--- src/rtl/uart_rxf_pkg.sv ---
`timescale 1ns/1ps
package uart_rxf_pkg;
  typedef struct packed {
    logic       brk;
    logic       ferr;
    logic       perr;
    logic [7:0] data;
  } rxf_entry_t;

  function automatic int unsigned rxf_thresh(input logic [1:0] sel);
    case (sel)
      2'd0:    rxf_thresh = 1;
      2'd1:    rxf_thresh = 2;
      2'd2:    rxf_thresh = 4;
      default: rxf_thresh = 7;
    endcase
  endfunction
endpackage

--- src/rtl/rxf_store.sv ---
`timescale 1ns/1ps
module rxf_store
  import uart_rxf_pkg::*;
#(
  parameter int DEPTH = 8,
  parameter int AW    = $clog2(DEPTH),
  parameter int CNT_W = $clog2(DEPTH + 1)
) (
  input  logic             clk,
  input  logic             rst,
  input  logic             clr,
  input  logic             fifo_en,
  input  logic             push,
  input  rxf_entry_t       push_ent,
  input  logic             pop,
  output rxf_entry_t       head,
  output logic [CNT_W-1:0] count,
  output logic             full,
  output logic             err_any
);
  rxf_entry_t       mem [DEPTH];
  logic [AW-1:0]    wptr, rptr;
  logic [CNT_W-1:0] err_cnt;
  logic             accept, take;
  logic             push_bad, head_bad;

  // single-entry holding register when the FIFO is off
  assign full     = fifo_en ? (count == CNT_W'(DEPTH)) : (count != '0);
  assign accept   = push && !full && !clr;
  assign take     = pop && (count != '0) && !clr;
  assign head     = mem[rptr];
  assign push_bad = push_ent.perr | push_ent.ferr | push_ent.brk;
  assign head_bad = head.perr | head.ferr | head.brk;
  assign err_any  = (err_cnt != '0);

  always_ff @(posedge clk) begin
    if (accept) mem[wptr] <= push_ent;
  end

  always_ff @(posedge clk) begin
    if (rst || clr) begin
      wptr    <= '0;
      rptr    <= '0;
      count   <= '0;
      err_cnt <= '0;
    end else begin
      if (accept) wptr <= wptr + AW'(1);
      if (take)   rptr <= rptr + AW'(1);
      count   <= count + CNT_W'(accept) - CNT_W'(take);
      err_cnt <= err_cnt + CNT_W'(accept && push_bad) - CNT_W'(take && head_bad);
    end
  end
endmodule

--- src/rtl/rxf_flags.sv ---
`timescale 1ns/1ps
module rxf_flags (
  input  logic clk,
  input  logic rst,
  input  logic rd_clear,
  input  logic set_ovr,
  input  logic head_vld,
  input  logic head_perr,
  input  logic head_ferr,
  input  logic head_brk,
  output logic ovr,
  output logic perr,
  output logic ferr,
  output logic brk
);
  // a set condition wins over a clearing read in the same cycle
  always_ff @(posedge clk) begin
    if (rst) begin
      ovr  <= 1'b0;
      perr <= 1'b0;
      ferr <= 1'b0;
      brk  <= 1'b0;
    end else begin
      ovr  <= set_ovr                | (ovr  & ~rd_clear);
      perr <= (head_vld & head_perr) | (perr & ~rd_clear);
      ferr <= (head_vld & head_ferr) | (ferr & ~rd_clear);
      brk  <= (head_vld & head_brk)  | (brk  & ~rd_clear);
    end
  end
endmodule

--- src/rtl/uart_rx_fifo_status.sv ---
`timescale 1ns/1ps
module uart_rx_fifo_status
  import uart_rxf_pkg::*;
#(
  parameter int DEPTH  = 8,
  parameter int ADDR_W = 2
) (
  input  logic              clk,
  input  logic              rst,
  input  logic              rx_valid,
  input  logic [7:0]        rx_data,
  input  logic              rx_perr,
  input  logic              rx_ferr,
  input  logic              rx_brk,
  input  logic              tx_fifo_empty,
  input  logic              tx_all_empty,
  input  logic              reg_wr,
  input  logic              reg_rd,
  input  logic [ADDR_W-1:0] reg_addr,
  input  logic [7:0]        reg_wdata,
  output logic [7:0]        reg_rdata,
  output logic              rx_trigger
);
  localparam int CNT_W = $clog2(DEPTH + 1);
  localparam logic [ADDR_W-1:0] OFS_BUF  = ADDR_W'(0);
  localparam logic [ADDR_W-1:0] OFS_CTRL = ADDR_W'(1);
  localparam logic [ADDR_W-1:0] OFS_STAT = ADDR_W'(2);
  localparam logic [ADDR_W-1:0] OFS_CNT  = ADDR_W'(3);

  logic             en_q;
  logic [1:0]       trig_q;
  logic             rd_buf, rd_stat, wr_ctrl, rx_clr;
  rxf_entry_t       in_ent, head_ent;
  logic [CNT_W-1:0] rx_cnt, thr;
  logic             rx_full, err_any;
  logic             flag_oe, flag_pe, flag_fe, flag_bi;
  logic [7:0]       stat_byte;

  assign rd_buf  = reg_rd && (reg_addr == OFS_BUF);
  assign rd_stat = reg_rd && (reg_addr == OFS_STAT);
  assign wr_ctrl = reg_wr && (reg_addr == OFS_CTRL);
  assign rx_clr  = wr_ctrl && reg_wdata[1];

  always_comb begin
    in_ent.data = rx_data;
    in_ent.perr = rx_perr;
    in_ent.ferr = rx_ferr;
    in_ent.brk  = rx_brk;
  end

  always_ff @(posedge clk) begin
    if (rst) begin
      en_q   <= 1'b0;
      trig_q <= 2'd0;
    end else if (wr_ctrl) begin
      en_q   <= reg_wdata[0];
      trig_q <= reg_wdata[7:6];
    end
  end

  rxf_store #(.DEPTH(DEPTH)) u_store (
    .clk      (clk),
    .rst      (rst),
    .clr      (rx_clr),
    .fifo_en  (en_q),
    .push     (rx_valid),
    .push_ent (in_ent),
    .pop      (rd_buf),
    .head     (head_ent),
    .count    (rx_cnt),
    .full     (rx_full),
    .err_any  (err_any)
  );

  rxf_flags u_flags (
    .clk       (clk),
    .rst       (rst),
    .rd_clear  (rd_stat),
    .set_ovr   (rx_valid && rx_full && !rx_clr),
    .head_vld  (rx_cnt != '0),
    .head_perr (head_ent.perr),
    .head_ferr (head_ent.ferr),
    .head_brk  (head_ent.brk),
    .ovr       (flag_oe),
    .perr      (flag_pe),
    .ferr      (flag_fe),
    .brk       (flag_bi)
  );

  assign thr        = CNT_W'(rxf_thresh(trig_q));
  assign rx_trigger = (rx_cnt >= thr);
  assign stat_byte  = {err_any, tx_all_empty, tx_fifo_empty,
                       flag_bi, flag_fe, flag_pe, flag_oe, (rx_cnt != '0)};

  always_ff @(posedge clk) begin
    if (rst) begin
      reg_rdata <= 8'h00;
    end else if (reg_rd) begin
      case (reg_addr)
        OFS_BUF:  reg_rdata <= (rx_cnt != '0) ? head_ent.data : 8'h00;
        OFS_CTRL: reg_rdata <= {trig_q, 5'b00000, en_q};
        OFS_STAT: reg_rdata <= stat_byte;
        OFS_CNT:  reg_rdata <= 8'(rx_cnt);
        default:  reg_rdata <= 8'h00;
      endcase
    end
  end
endmodule

--- config.mk ---
export PLATFORM = sky130hd
export DESIGN_NAME = uart_rx_fifo_status
export DESIGN_NICKNAME = d
export VERILOG_FILES = /design/src/rtl/uart_rxf_pkg.sv /design/src/rtl/rxf_store.sv /design/src/rtl/rxf_flags.sv /design/src/rtl/uart_rx_fifo_status.sv
export SDC_FILE = /design/constraint.sdc
export NUM_CORES = 1
export LEC_CHECK = 0
export BUFFER_PORTS_ARGS = -buffer_cell sky130_fd_sc_hd__buf_2
export CAP_MARGIN = 10
export CORE_ASPECT_RATIO = 1.25
export CORE_MARGIN = 2
export CORE_UTILIZATION = 35
export DETAILED_ROUTE_END_ITERATION = 8
export GPL_ROUTABILITY_DRIVEN = 0
export PLACE_DENSITY = 0.52
export SYNTH_ARGS = -nofsm -noshare
export SYNTH_HDL_FRONTEND = slang
export SYNTH_SLANG_ARGS = --single-unit
--- constraint.sdc ---
create_clock -name clk -period 3.35 [get_ports clk]
set_input_delay 0.67 -clock clk [delete_from_list [all_inputs] [get_ports clk]]
set_output_delay 0.67 -clock clk [all_outputs]
set_load 0.1 [all_outputs]
==> results of run 1 <==
worst min-delay path by stage:
stage	start	end	slack, ps	cells after the start
after detailed placement	u_store.wptr[0]$_SDFFE_PP0P_	u_store.wptr[0]$_SDFFE_PP0P_	470	2
after floorplan	u_flags.ovr$_SDFF_PP0_	u_flags.ovr$_SDFF_PP0_	450	2
after global placement	u_store.wptr[0]$_SDFFE_PP0P_	u_store.wptr[0]$_SDFFE_PP0P_	460	2
after CTS	u_store.wptr[0]$_SDFFE_PP0P_	u_store.wptr[0]$_SDFFE_PP0P_	480	2
final	reg_rdata[1]$_SDFFE_PP0P_	reg_rdata[1]$_SDFFE_PP0P_	480	2
after global routing	u_store.wptr[0]$_SDFFE_PP0P_	u_store.wptr[0]$_SDFFE_PP0P_	500	2
flip-flops by register name (all words and copies together), names as in the netlist, named ones only:
name             count
u_store.mem         88
u_store.rptr         3
trig_q               2
reg_rdata            8
u_store.count        4
u_flags.perr         1
u_flags.brk          1
en_q                 1
u_flags.ovr          1
u_store.wptr         3
u_flags.ferr         1
u_store.err_cnt      4
area by class of cell:
class / instances / area (um^2)
fill: 1297 / 8130
sequential: 120 / 3280
multi-input combinational: 179 / 1660
clock buffer: 17 / 425
timing repair buffer: 48 / 280
tap: 178 / 223
clock inverter: 15 / 200
inverter: 22 / 82.6
metrics by stage:
| step | hold WS, ps | utilization | worst slack, ps | total power [uW] | instances |
|---|---|---|---|---|---|
| 3_5_place_dp | 473 | 0.387 | 287 | 2850 | 547 |
| 6_report | 479 | 0.431 | 369 | 4720 | 579 |
| 4_1_cts | 481 | 0.431 | 336 | 4770 | 579 |
| 3_3_place_gp | 465 | 0.387 | 360 | 2820 | 547 |
| 2_1_floorplan | 453 | - | 714 | 2590 | 332 |
| 5_1_grt | 504 | 0.431 | 162 | 4960 | 579 |
Yosys cell counts (all sizes together):
cell type  count
edfxtp        88
dfxtp         32
nor2          26
inv           22
mux4          22
ha            18
a21oi         17
nand2         13
nor3           9
o21ai          9
buf            7
mux2i          7
nand2b         7
mux2           6
nor2b          6
nand3          5
nor3b          5
clkbuf         4
a21o           3
o2111ai        3
xnor2          3
xor2           3
a31oi          2
fa             2
nand3b         2
a211o          1
a21bo          1
a221oi         1
a32oi          1
nand4b         1
nand4bb        1
o21bai         1
o311ai         1
or2            1
or3            1
or3b           1
logic make-up (layout without fill, tap and decap cells):
kind of cell / after synthesis / in the layout / synth area share
AO/OA/AOI/OAI: 40 / 40 / 0.0491
XOR/XNOR: 6 / 6 / 0.0103
adder cells (fa/ha/maj): 20 / 20 / 0.0521
buffers and inverters: 33 / 102 / 0.0310
flip-flops: 120 / 120 / 0.645
multiplexers: 35 / 35 / 0.134
AND/OR/NAND/NOR: 78 / 78 / 0.0791
layer usage:
layer | track usage | wire [um] | vias up
li1 | - | - | 1371
met3 | 0.0476 | 445 | 13
met2 | 0.233 | 5150 | 64
met5 | 0 | 0 | -
met4 | 0.0526 | 176 | 0
met1 | 0.165 | 4410 | 1437
power breakdown:
part | switching, uW | internal, uW
combinational | 587 | 386
sequential | 79.2 | 1750
clock | 673 | 1250
total | 1340 | 3380
worst max-delay path: stages, from the launching register on:
cell	delay [ps]
dfxtp_1	390
inv_1	80
ha_1	280
ha_1	260
nand2b_1	130
a21o_1	180
a211o_1	280
buf_2	290
==> metrics.txt, run 1 <==
outcome=finished clean; post-route cell area=0.00616 mm^2; Buffers on Ports=32; Final min period=2980 ps; r2r setup slk=410 ps; most frequent cells in the layout=88 x edfxtp_1, 32 x dfxtp_1, 32 x buf_2; antenna violations before repair=0; CTS buffer count=17; Fin Setup TNS=0 ps; Seq cells post-synth=120; RSZ-0062 raised after global routing=false; Area after DPL=0.00553 mm^2; Crit Reg-Reg Endpoint=u_store.err_cnt[2]$_SDFF_PP0_; Critical Path Sink=rx_trigger; Area contributors post-synth=edfxtp_1 52%, dfxtp_1 13%, mux4_1 6.7%, ha_1 4.4%, mux4_2 4.0%; number of global-route vias before repair=2997; Vias=2885; Hold Buf Count CTS=0; Antenna Nets Post-Route=0; critical path endpoint category=output pin; Setup Buffers After CTS=0; Die W=112 um; max cap viols=0; wire length per cell=17.6 um; Tot GR Track Use=0.139; sequential element share of the synthesized area=0.645; Worst Reg-to-Reg Cells=10; cell taking the most area after synthesis=edfxtp_1; CP Data Required Time=2680 ps; layout cells sized above 1=0.249; power per cell area=766 mW/mm^2; Initial Utilization=0.357; grt total ovfl=0; synthesized cell area=0.00509 mm^2; maximum root-to-sink buffer count=2; Inserted Diodes=0; htree depth=4; first-pass GRT wire length=15900 um; Final Setup Violations=0; Final Skew=8.18 ps; Worst Tran Pin Value=888 ps; worst ir drop on vdd=0.606 mV; Leak=0.00222 uW; Rows=49; routed wire length=10200 um; core area=0.0143 mm^2; IO Pins=37; CP startpoint kind=flip-flop; worst min-delay path category=reg2reg; layout net count=436; Synth top area share=0.519; clk root buf=clkbuf_16; crit path max fanout=4; Rel. slew slack=0.404; Yosys warnings=0; Avg Vias per Cell=4.98; crit path from=trig_q[1]$_SDFFE_PP0N_; Max Fclk=335 MHz; Clock Latency Late Sink=420 ps; area grow syn2layout=20.9%; critical path class=reg2out; chip height=139 um; CTS Sinks=120; Synthesized Nets=380; Resize count post-CTS=0; drt pass-1 iters=4; TritonCTS clock tree=yes; dpl hpwl=6780 um; most common cell after layout, fill and taps aside=edfxtp_1; fin crit share=0.890; Pins Over Slew Limit=0; initial DRC count=171; syn avg cell area=15.3 um^2; clock-pin slew on the worst setup and hold paths=60 ps; largest net degree at the start of global routing=19; Distinct cells, synth=41; # DRC=0; die area=0.0155 mm^2; Post-Synthesis Cells=332; Final Hold Fails=0; arrival time worst endpoint=2310 ps
Note: power is estimated with default switching activity, not from simulation.
==> run 2: changes to the inputs <==
--- a/config.mk
+++ b/config.mk
@@ -12,7 +12,6 @@
 export CORE_UTILIZATION = 35
 export DETAILED_ROUTE_END_ITERATION = 8
 export GPL_ROUTABILITY_DRIVEN = 0
-export PLACE_DENSITY = 0.52
 export SYNTH_ARGS = -nofsm -noshare
 export SYNTH_HDL_FRONTEND = slang
 export SYNTH_SLANG_ARGS = --single-unit
==> metrics.txt, run 2 (synthesis gave the netlist of run 1 again) <==
CP Data Required Time=2680 ps; post-route cell area=0.00610 mm^2; htree depth=4; number of global-route vias before repair=3064; Max Fclk=334 MHz; routed wire length=9890 um; most frequent cells in the layout=88 x edfxtp_1, 32 x dfxtp_1, 32 x buf_2; layout net count=439; CP startpoint kind=flip-flop; RSZ-0062 raised after global routing=false; Buffers on Ports=32; initial DRC count=133; Vias=2849; drt pass-1 iters=5; CTS buffer count=17; fin crit share=0.893; maximum root-to-sink buffer count=2; layout cells sized above 1=0.255; clk root buf=clkbuf_16; Final Skew=5.74 ps; largest net degree at the start of global routing=19; Antenna Nets Post-Route=0; worst ir drop on vdd=0.797 mV; fin util=0.427; Pins Over Slew Limit=0; r2r setup slk=420 ps; Resize count post-CTS=0; Min Hold Slack=483 ps; Critical Path, Cell by Cell=inv_1, ha_1, ha_1, nand2b_1, a21o_1, a211o_1, buf_2; Fin Setup TNS=0 ps; max cap viols=0; arrival time worst endpoint=2320 ps; slowest stage cell on the critical path=dfxtp_1; Rows=49; Worst Tran Pin Value=654 ps; Tot GR Track Use=0.137; worst min-delay path category=reg2reg; Inserted Diodes=0; power share of the clock group=0.375; Largest Register=u_store.mem; Largest regs=u_store.mem x88, reg_rdata x8; CTS Sinks=120; dpl hpwl=6740 um; Final Hold Fails=0; Hold Buf Count CTS=0; # DRC=0; power per cell area=736 mW/mm^2; Final min period=2990 ps; Final Setup Violations=0; CP max stage delay=380 ps; Worst Reg-to-Reg Cells=10; internal power=3120 uW; critical path endpoint category=output pin; Area after DPL=0.00554 mm^2; first-pass GRT wire length=16200 um; cell mode on critical path=ha_1; Setup Buffers After CTS=0; sw frac=0.306; outcome=finished clean; grt total ovfl=0; antenna violations before repair=0; crit path from=trig_q[1]$_SDFFE_PP0N_; clock-pin slew on the worst setup and hold paths=60 ps; Psw=1380 uW; Clock Latency Late Sink=400 ps; Leak=0.00220 uW; Crit Reg-Reg Endpoint=u_store.err_cnt[2]$_SDFF_PP0_; worst setup margin=360 ps; Die W=112 um; most common cell after layout, fill and taps aside=edfxtp_1; CP top delay family=adder cells; TritonCTS clock tree=yes; area grow syn2layout=19.8%; wire length per cell=17.0 um; cell count along the critical path=7; IO Pins=37; HP Start=reg_rdata[0]$_SDFFE_PP0P_; setup slack at placement=367 ps; die area=0.0155 mm^2; chip height=139 um; part of the power in registers=0.406; core area=0.0143 mm^2; fillers=1296; critical path class=reg2out; WHS Path Cells=2; Avg Vias per Cell=4.90; worst path bufs/invs=2; Initial Utilization=0.357; max reg flops=88; crit path max fanout=4; combinational power share=0.219; Critical Path Sink=rx_trigger; Rel. slew slack=0.564
==> run 2: power groups by stage <==
stage	clock network (uW)	logic (uW)	registers, uW
floorplan	0	679	1910
global placement	0	971	1850
detailed placement	0	997	1860
CTS	1710	1000	1830
global route	1790	1100	1840
finish	1690	983	1830
==> run 2: layout make-up <==
cell class	count	area (um^2)	share of cell area
Clock inverter	15	135	0.0221
Inverter	22	82.6	0.0135
Tap cell	178	223	0.0365
Sequential cell	120	3280	0.538
Clock buffer	17	425	0.0697
Multi-Input combinational cell	179	1650	0.271
Timing Repair Buffer	51	303	0.0496
==> run 2: worst reg2reg max path: stages (launching register included) <==
cell and delay, ps:
dfxtp_1 630, mux4_2 560, mux2i_1 290, a31oi_1 150
ha_1 290, inv_1 60, ha_1 180, inv_1 60
fa_1 370, xor2_1 150, nor2_1 50
==> run 2: how the worst min path moves through the flow <==
stage                                   end  slack (ps)
6_report          reg_rdata[0]$_SDFFE_PP0P_         480
4_1_cts        u_store.wptr[0]$_SDFFE_PP0P_         490
3_3_place_gp   u_store.wptr[0]$_SDFFE_PP0P_         460
3_5_place_dp   u_store.rptr[1]$_SDFFE_PP0P_         470
2_1_floorplan        u_flags.ovr$_SDFF_PP0_         450
5_1_grt           reg_rdata[1]$_SDFFE_PP0P_         510
==> run 2: metal layers <==
layer  share of wire  track usage
met4          0.0061       0.0474
met1            0.45        0.173
met5               0            0
met3           0.034       0.0363
met2            0.51        0.229
==> run 2: stage by stage <==
stage | total power [uW] | cells
after floorplan | 2590 | 332
after global placement | 2820 | 550
after detailed placement | 2860 | 550
after CTS | 4550 | 582
after global routing | 4740 | 582
final | 4500 | 582
